==> src/rtl/cxu_pkg.sv <==
package cxu_pkg;

   localparam logic [5:0] OP_MOV    = 6'b000000;
   localparam logic [5:0] OP_MOVI5  = 6'b010000;
   localparam logic [5:0] OP_MOVEA  = 6'b110001;
   localparam logic [5:0] OP_MOVHI  = 6'b110010;
   localparam logic [5:0] OP_MULR   = 6'b000111;
   localparam logic [5:0] OP_MULI5  = 6'b010111;
   localparam logic [5:0] OP_MULI16 = 6'b110111;
   localparam logic [5:0] OP_NOT    = 6'b000001;
   localparam logic [5:0] OP_OR     = 6'b001000;
   localparam logic [5:0] OP_ORI    = 6'b110100;
   localparam logic [5:0] OP_SARI   = 6'b010101;
   localparam logic [5:0] OP_EXT    = 6'b111111;
   localparam logic [15:0] EXT_SARR = 16'h00A0;

   typedef enum logic [3:0] {
      K_NOP, K_MOV, K_MOVI5, K_MOVEA, K_MOVHI,
      K_MULR, K_MULI5, K_MULI16,
      K_NOT, K_OR, K_ORI, K_SARR, K_SARI, K_ILL
   } kind_t;

   typedef struct packed {
      logic cy;
      logic ov;
      logic s;
      logic z;
   } flags_t;

endpackage

==> src/rtl/cxu_decode.sv <==
module cxu_decode
   import cxu_pkg::*;
(
   input  logic [15:0] hw0,
   input  logic [15:0] hw1,
   output kind_t       kind
);

   always_comb begin
      case (hw0[10:5])
         OP_MOV:    kind = (hw0 == 16'h0000) ? K_NOP : K_MOV;
         OP_MOVI5:  kind = K_MOVI5;
         OP_MOVEA:  kind = K_MOVEA;
         OP_MOVHI:  kind = K_MOVHI;
         OP_MULR:   kind = K_MULR;
         OP_MULI5:  kind = K_MULI5;
         OP_MULI16: kind = K_MULI16;
         OP_NOT:    kind = K_NOT;
         OP_OR:     kind = K_OR;
         OP_ORI:    kind = K_ORI;
         OP_SARI:   kind = K_SARI;
         OP_EXT:    kind = (hw1 == EXT_SARR) ? K_SARR : K_ILL;
         default:   kind = K_ILL;
      endcase
   end

endmodule

==> src/rtl/cxu_alu.sv <==
module cxu_alu
   import cxu_pkg::*;
#(
   parameter int XLEN = 32
) (
   input  kind_t            kind,
   input  logic [4:0]       imm5,
   input  logic [15:0]      imm16,
   input  logic [XLEN-1:0]  src1,
   input  logic [XLEN-1:0]  src2,
   input  flags_t           fl_in,
   output logic [XLEN-1:0]  res,
   output logic             wr,
   output flags_t           fl_out
);

   localparam int SHW = $clog2(XLEN);

   logic [SHW-1:0]  cnt;
   logic [XLEN-1:0] sext5, sext16, sar_res;
   logic            sar_cy;

   assign sext5  = {{(XLEN-5){imm5[4]}}, imm5};
   assign sext16 = {{(XLEN-16){imm16[15]}}, imm16};

   always_comb begin
      cnt     = (kind == K_SARR) ? src1[SHW-1:0] : imm5[SHW-1:0];
      sar_res = $signed(src2) >>> cnt;
      sar_cy  = (cnt != '0) && src2[cnt - 1'b1];
   end

   always_comb begin
      res    = '0;
      wr     = 1'b0;
      fl_out = fl_in;
      case (kind)
         K_MOV:   begin res = src1;          wr = 1'b1; end
         K_MOVI5: begin res = sext5;         wr = 1'b1; end
         K_MOVEA: begin res = src1 + sext16; wr = 1'b1; end
         K_MOVHI: begin
            res = src1 + {imm16, {(XLEN-16){1'b0}}};
            wr  = 1'b1;
         end
         K_NOT, K_OR, K_ORI: begin
            if (kind == K_NOT)     res = ~src1;
            else if (kind == K_OR) res = src2 | src1;
            else                   res = src1 | {{(XLEN-16){1'b0}}, imm16};
            wr        = 1'b1;
            fl_out.ov = 1'b0;
            fl_out.s  = res[XLEN-1];
            fl_out.z  = (res == '0);
         end
         K_SARR, K_SARI: begin
            res       = sar_res;
            wr        = 1'b1;
            fl_out.cy = sar_cy;
            fl_out.ov = 1'b0;
            fl_out.s  = sar_res[XLEN-1];
            fl_out.z  = (sar_res == '0);
         end
         default: ;
      endcase
   end

endmodule

==> src/rtl/cxu_mul.sv <==
module cxu_mul #(
   parameter int XLEN = 32,
   parameter int OPW  = 16,
   parameter int RAW  = 5
) (
   input  logic            clk,
   input  logic            rst_n,
   input  logic            start,
   input  logic [OPW-1:0]  op_x,
   input  logic [OPW-1:0]  op_y,
   input  logic [RAW-1:0]  dst_in,
   output logic            busy,
   output logic [XLEN-1:0] prod,
   output logic [RAW-1:0]  dst
);

   localparam int PW = 2 * OPW;

   logic [OPW-1:0]        x_q, y_q;
   logic signed [PW-1:0]  p;

   always_ff @(posedge clk or negedge rst_n) begin
      if (!rst_n) begin
         x_q  <= '0;
         y_q  <= '0;
         dst  <= '0;
         busy <= 1'b0;
      end else if (busy) begin
         busy <= 1'b0;
      end else if (start) begin
         x_q  <= op_x;
         y_q  <= op_y;
         dst  <= dst_in;
         busy <= 1'b1;
      end
   end

   assign p = $signed(x_q) * $signed(y_q);

   generate
      if (XLEN > PW) begin : g_ext
         assign prod = {{(XLEN-PW){p[PW-1]}}, p};
      end else begin : g_fit
         assign prod = p[XLEN-1:0];
      end
   endgenerate

endmodule

==> src/rtl/cxu_regfile.sv <==
module cxu_regfile #(
   parameter int XLEN = 32,
   parameter int NREG = 32,
   parameter int NRD  = 3,
   localparam int RAW = $clog2(NREG)
) (
   input  logic                      clk,
   input  logic                      rst_n,
   input  logic                      we,
   input  logic [RAW-1:0]            waddr,
   input  logic [XLEN-1:0]           wdata,
   input  logic [NRD-1:0][RAW-1:0]   raddr,
   output logic [NRD-1:0][XLEN-1:0]  rdata
);

   logic [XLEN-1:0] mem [NREG];

   always_ff @(posedge clk or negedge rst_n) begin
      if (!rst_n) begin
         for (int i = 0; i < NREG; i++) mem[i] <= '0;
      end else if (we && (waddr != '0)) begin
         mem[waddr] <= wdata;
      end
   end

   generate
      for (genvar g = 0; g < NRD; g++) begin : g_rd
         assign rdata[g] = (raddr[g] == '0) ? '0 : mem[raddr[g]];
      end
   endgenerate

endmodule

==> src/rtl/cxu_core.sv <==
module cxu_core
   import cxu_pkg::*;
#(
   parameter int XLEN = 32,
   parameter int NREG = 32,
   parameter int MULW = 16,
   localparam int RAW = $clog2(NREG)
) (
   input  logic            clk,
   input  logic            rst_n,
   input  logic            insn_valid,
   input  logic [15:0]     insn_hw0,
   input  logic [15:0]     insn_hw1,
   output logic            busy,
   output logic            illegal,
   output logic [3:0]      flags_o,
   input  logic [RAW-1:0]  peek_addr,
   output logic [XLEN-1:0] peek_data
);

   generate
      if (XLEN != 32) begin : g_bad_xlen
         $error("cxu_core: XLEN must be 32");
      end
      if (NREG != 32) begin : g_bad_nreg
         $error("cxu_core: NREG must be 32 for 5-bit register fields");
      end
      if (2 * MULW > XLEN) begin : g_bad_mulw
         $error("cxu_core: product wider than XLEN");
      end
   endgenerate

   kind_t                   kind;
   logic                    accept, mul_start;
   logic [2:0][RAW-1:0]     rd_sel;
   logic [2:0][XLEN-1:0]    rd_val;
   logic [XLEN-1:0]         alu_res, mul_prod, wdata;
   logic                    alu_wr, we;
   logic [RAW-1:0]          mul_dst, waddr;
   logic [MULW-1:0]         mx, my;
   flags_t                  fl_q, fl_nxt;

   cxu_decode u_dec (.hw0(insn_hw0), .hw1(insn_hw1), .kind(kind));

   assign rd_sel = {peek_addr, insn_hw0[15:11], insn_hw0[4:0]};

   cxu_regfile #(.XLEN(XLEN), .NREG(NREG), .NRD(3)) u_rf (
      .clk(clk), .rst_n(rst_n), .we(we), .waddr(waddr), .wdata(wdata),
      .raddr(rd_sel), .rdata(rd_val)
   );

   assign peek_data = rd_val[2];
   assign accept    = insn_valid & ~busy;
   assign illegal   = accept & (kind == K_ILL);
   assign mul_start = accept & (kind inside {K_MULR, K_MULI5, K_MULI16});

   cxu_alu #(.XLEN(XLEN)) u_alu (
      .kind(kind), .imm5(insn_hw0[4:0]), .imm16(insn_hw1),
      .src1(rd_val[0]), .src2(rd_val[1]), .fl_in(fl_q),
      .res(alu_res), .wr(alu_wr), .fl_out(fl_nxt)
   );

   always_comb begin
      case (kind)
         K_MULI5:  begin mx = rd_val[1][MULW-1:0]; my = {{(MULW-5){insn_hw0[4]}}, insn_hw0[4:0]}; end
         K_MULI16: begin mx = rd_val[0][MULW-1:0]; my = insn_hw1[MULW-1:0]; end
         default:  begin mx = rd_val[1][MULW-1:0]; my = rd_val[0][MULW-1:0]; end
      endcase
   end

   cxu_mul #(.XLEN(XLEN), .OPW(MULW), .RAW(RAW)) u_mul (
      .clk(clk), .rst_n(rst_n), .start(mul_start), .op_x(mx), .op_y(my),
      .dst_in(insn_hw0[15:11]), .busy(busy), .prod(mul_prod), .dst(mul_dst)
   );

   always_comb begin
      if (busy) begin
         we = 1'b1;  waddr = mul_dst;          wdata = mul_prod;
      end else begin
         we = accept & alu_wr;  waddr = insn_hw0[15:11];  wdata = alu_res;
      end
   end

   always_ff @(posedge clk or negedge rst_n) begin
      if (!rst_n)      fl_q <= '0;
      else if (accept) fl_q <= fl_nxt;
   end

   assign flags_o = fl_q;

endmodule

==> config.mk <==
export PLATFORM = sky130hd
export DESIGN_NAME = cxu_core
export DESIGN_NICKNAME = d
export VERILOG_FILES = /design/src/rtl/cxu_pkg.sv /design/src/rtl/cxu_decode.sv /design/src/rtl/cxu_alu.sv /design/src/rtl/cxu_mul.sv /design/src/rtl/cxu_regfile.sv /design/src/rtl/cxu_core.sv
export SDC_FILE = /design/constraint.sdc
export NUM_CORES = 2
export LEC_CHECK = 0
export BUFFER_PORTS_ARGS = -buffer_cell sky130_fd_sc_hd__buf_4
export CELL_PAD_IN_SITES_DETAIL_PLACEMENT = 1
export CELL_PAD_IN_SITES_GLOBAL_PLACEMENT = 2
export CORE_MARGIN = 2
export CORE_UTILIZATION = 45
export DETAILED_ROUTE_END_ITERATION = 8
export PLACE_DENSITY = 0.92
export SKIP_CTS_REPAIR_TIMING = 1
export SYNTH_ARGS = -nofsm -noshare
export SYNTH_HDL_FRONTEND = slang
export SYNTH_SLANG_ARGS = --single-unit
export TNS_END_PERCENT = 10
==> constraint.sdc <==
create_clock -name clk -period 7.7 [get_ports clk]
set_input_delay 0.385 -clock clk [delete_from_list [all_inputs] [get_ports clk]]
set_output_delay 0.385 -clock clk [all_outputs]
set_load 0.05 [all_outputs]
==> impl_metrics.py <==
metrics = {
    "sta": {
        "slew_viol_final": 0,
        "clock.fmax_ghz": 0.137,
        "fin_crit_sh_pct": 95.0,
        "skew_ns": 0.0733,
        "post-route-min-period_ns": 7.32,
        "hold_viol": 0,
        "rsz0062_at_grt": "no",
        "fin_setup_tns_ns": 0,
        "setup_violations": 0,
        "max_slew_margin_pct": 2.16,
        "worstMarginPinSlew_ns": 1.46,
    },
    "worst_hold_path": {
        "hp-class": "in2reg",
        "hold_path.startpoint": "insn_hw1[14]",
        "hold_path_end": "u_mul.y_q[14]",
        "worstHoldPathCells": 3,
    },
    "logic_synthesis": {
        "async_flop_share_pct": 100,
        "yosys.area.top_type_share_pct": 32.9,
        "ys_warn_count": 0,
        "synth_area_leaders": "dfrtp_1 33%, mux4_2 21%, mux2_2 7.5%, fa_1 6.5%, mux2i_1 3.1%",
        "yosysTopAreaCell": "dfrtp_1",
        "synthCells": 7016,
        "syn_nets": 7465,
        "synth_area_mm2": 0.0811,
        "ys_seq_elements": 1065,
        "synth-seq-area-share_pct": 32.9,
        "synth_edf_count": 0,
        "yosysUniqueCellTypes": 112,
        "ys.flop_type": "dfrtp_1",
        "avgSynthCellArea_um2": 11.6,
    },
    "die": {
        "core_region_area_mm2": 0.179,
        "die_w_um": 429,
        "die_h_um": 429,
        "rows": 155,
        "start_util_pct": 45.4,
        "pin_count": 78,
        "die_area_mm2": 0.184,
    },
    "drt": {
        "via_per_inst": 7.27,
        "drc_errors": 0,
        "met3_length_mm": 41.2,
        "avgRoutedWirePerCell_um": 36.9,
        "vias": 67500,
        "dr.pass1.iters": 6,
        "maxUsedRoutingLayer": "met5",
        "drt-total-wl_mm": 343,
        "wl_met2_mm": 151,
        "drtIter0Drc": 9371,
        "drtAntennaViolNets": 0,
        "drt-met1-wl_mm": 121,
    },
    "critical_path": {
        "criticalPathCategory": "reg2reg",
        "critPathBufInv": 4,
        "r2r-end": "u_rf.mem[859]",
        "worstPathCellList": "nand2_1 -> fa_1 -> inv_1 -> fa_1 -> fa_1 -> fa_1 -> fa_1 -> inv_1 -> fa_1 -> inv_1 -> ha_1 -> a21oi_1 -> nor2b_1 -> a211o_1 -> a21o_1 -> a31oi_2 -> o21ai_0 -> o21a_1 -> o21ai_0 -> nor4b_2 -> o31ai_4 -> buf_4 -> mux2_2",
        "slowest_stage": "dfrtp_1",
        "rrSetupSlack_ns": 0.38,
        "path_max_fanout": 31,
        "worst_path_most_repeated_cell": "fa_1",
        "reg2regPathDepth": 23,
        "cp-startpoint": "u_mul.y_q[10]",
        "worst-endpoint-arrival_ns": 7.96,
        "reg2reg_from": "u_mul.y_q[10]",
        "cp.required_ns": 8.35,
        "crit_path_max_incr_delay_ns": 0.72,
        "worst_path_dominant_cell_family": "adder cells",
        "endpoint_kind": "flip-flop",
        "setup.worst_path.start_class": "flip-flop",
        "cp.depth": 23,
    },
    "cells_and_area": {
        "nNetsFinal": 7264,
        "layout_commonest_cell": "dfrtp_1",
        "final_cell_mix": "1,056 x dfrtp_1, 762 x mux4_2, 554 x nor2_1",
        "drive_gt1_share_pct": 29.0,
        "syn2layout_area_growth_pct": 9.42,
        "fin_util_pct": 49.6,
    },
    "clock_tree": {
        "clock_latency_ns": 0.83,
        "cts_sinks": 1065,
        "cts_tree": "yes",
        "clock_path_buffers": 3,
        "path_clk_slew_ns": 0.07,
        "root_buffer": "clkbuf_16",
        "htree_levels": 3,
        "numCtsBuffers": 120,
    },
    "power_and_ir_drop": {
        "vdd_drop_max_uv": 207,
        "powerDensity_mw_per_mm2": 222,
        "post-layout-total-power_w": 0.0197,
        "cellLeakagePower_nw": 38.6,
    },
    "place": {
        "hpwl_mm": 220,
        "gp_congestion": 0.995,
        "io_buffers": 76,
    },
    "status": {
        "status": "finished clean",
    },
    "global_route": {
        "grt_usage_pct": 37.1,
        "overflow": 0,
        "antenna_found_initial": 21,
        "grt_max_degree": 170,
        "grt_pass1_vias": 71000,
        "grt_pass1_wl_mm": 503,
    },
    "flow_run": {
        "drv_cap": 0,
    },
}
-- through the flow --
stage	instances	area (um2)	setup WS [ns]	hold slack [ns]
finish	9291	88800	0.385	0.00234
detailed placement	9047	84400	-0.0737	0.386
CTS	9275	88700	-0.140	-0.362
floorplan	7016	81100	0.927	0.0894
global route	9276	88700	0.110	0.0447
global placement	9047	84400	0.239	0.377
-- state kept, by name, summed over array words and instances (netlist names) --
register	cells
u_mul.busy	1
u_mul.x_q	16
u_rf.mem	1024
u_mul.dst	5
flags_o	3
u_mul.y_q	16
-- cell usage after synthesis (55+ instances only) --
| cell | n |
|---|---|
| ha_1 | 145 |
| buf_1 | 61 |
| a31oi_1 | 55 |
| a22oi_1 | 91 |
| nor2_1 | 578 |
| nor3_1 | 63 |
| fa_1 | 264 |
| dfrtp_1 | 1065 |
| inv_1 | 352 |
| mux2_2 | 539 |
| mux2i_1 | 253 |
| clkbuf_1 | 363 |
| a21oi_1 | 485 |
| and2_1 | 137 |
| o21ai_0 | 240 |
| buf_2 | 161 |
| nand2_1 | 461 |
| mux4_2 | 762 |
-- worst max path at each step --
stage                               end
after floorplan           u_rf.mem[127]
after CTS                 u_rf.mem[596]
final                     u_rf.mem[859]
after detailed placement   u_rf.mem[84]
after global routing      u_rf.mem[639]
after global placement     u_rf.mem[20]
-- routing by layer --
| metal | vias up | GRT usage (%) |
|---|---|---|
| met5 | - | 0.364 |
| met4 | 32 | 25.9 |
| met1 | 35000 | 45.8 |
| li1 | 25700 | - |
| met2 | 5116 | 55.3 |
| met3 | 1621 | 11.7 |
-- final cells by class --
class,instances,area (um2)
antenna,15,37.5
clock buffer,168,3550
clock inverter,60,713
fill,18400,90000
inverter,358,1350
multi-input combinational,4916,50300
sequential,1065,26700
tap,2355,2950
timing repair buffer,354,3220
-- power by group --
part           internal [W]  switching, W
Clock               0.00359       0.00270
Combinational       0.00260       0.00358
Sequential          0.00630      0.000924
-- worst min-delay path, delay by kind of cell --
family / cells / cell delay (ns)
AO/OA/AOI/OAI: 2 / 0.23
buffers and inverters: 1 / 0.16
-- kinds of logic after synthesis --
kind of cell               Yosys count  share of synthesized area, %
buffers and inverters             1035                          5.75
AOI/OAI and AO/OA                 1359                          10.6
xor gates and xnor gates            67                         0.723
adders and majority gates          410                          8.76
and+or+nand+nor                   1484                          8.28
DFF                               1065                          32.9
muxes                             1595                          33.1
other                                1                       0.00462
No activity file was read; power rests on OpenSTA's default activity.
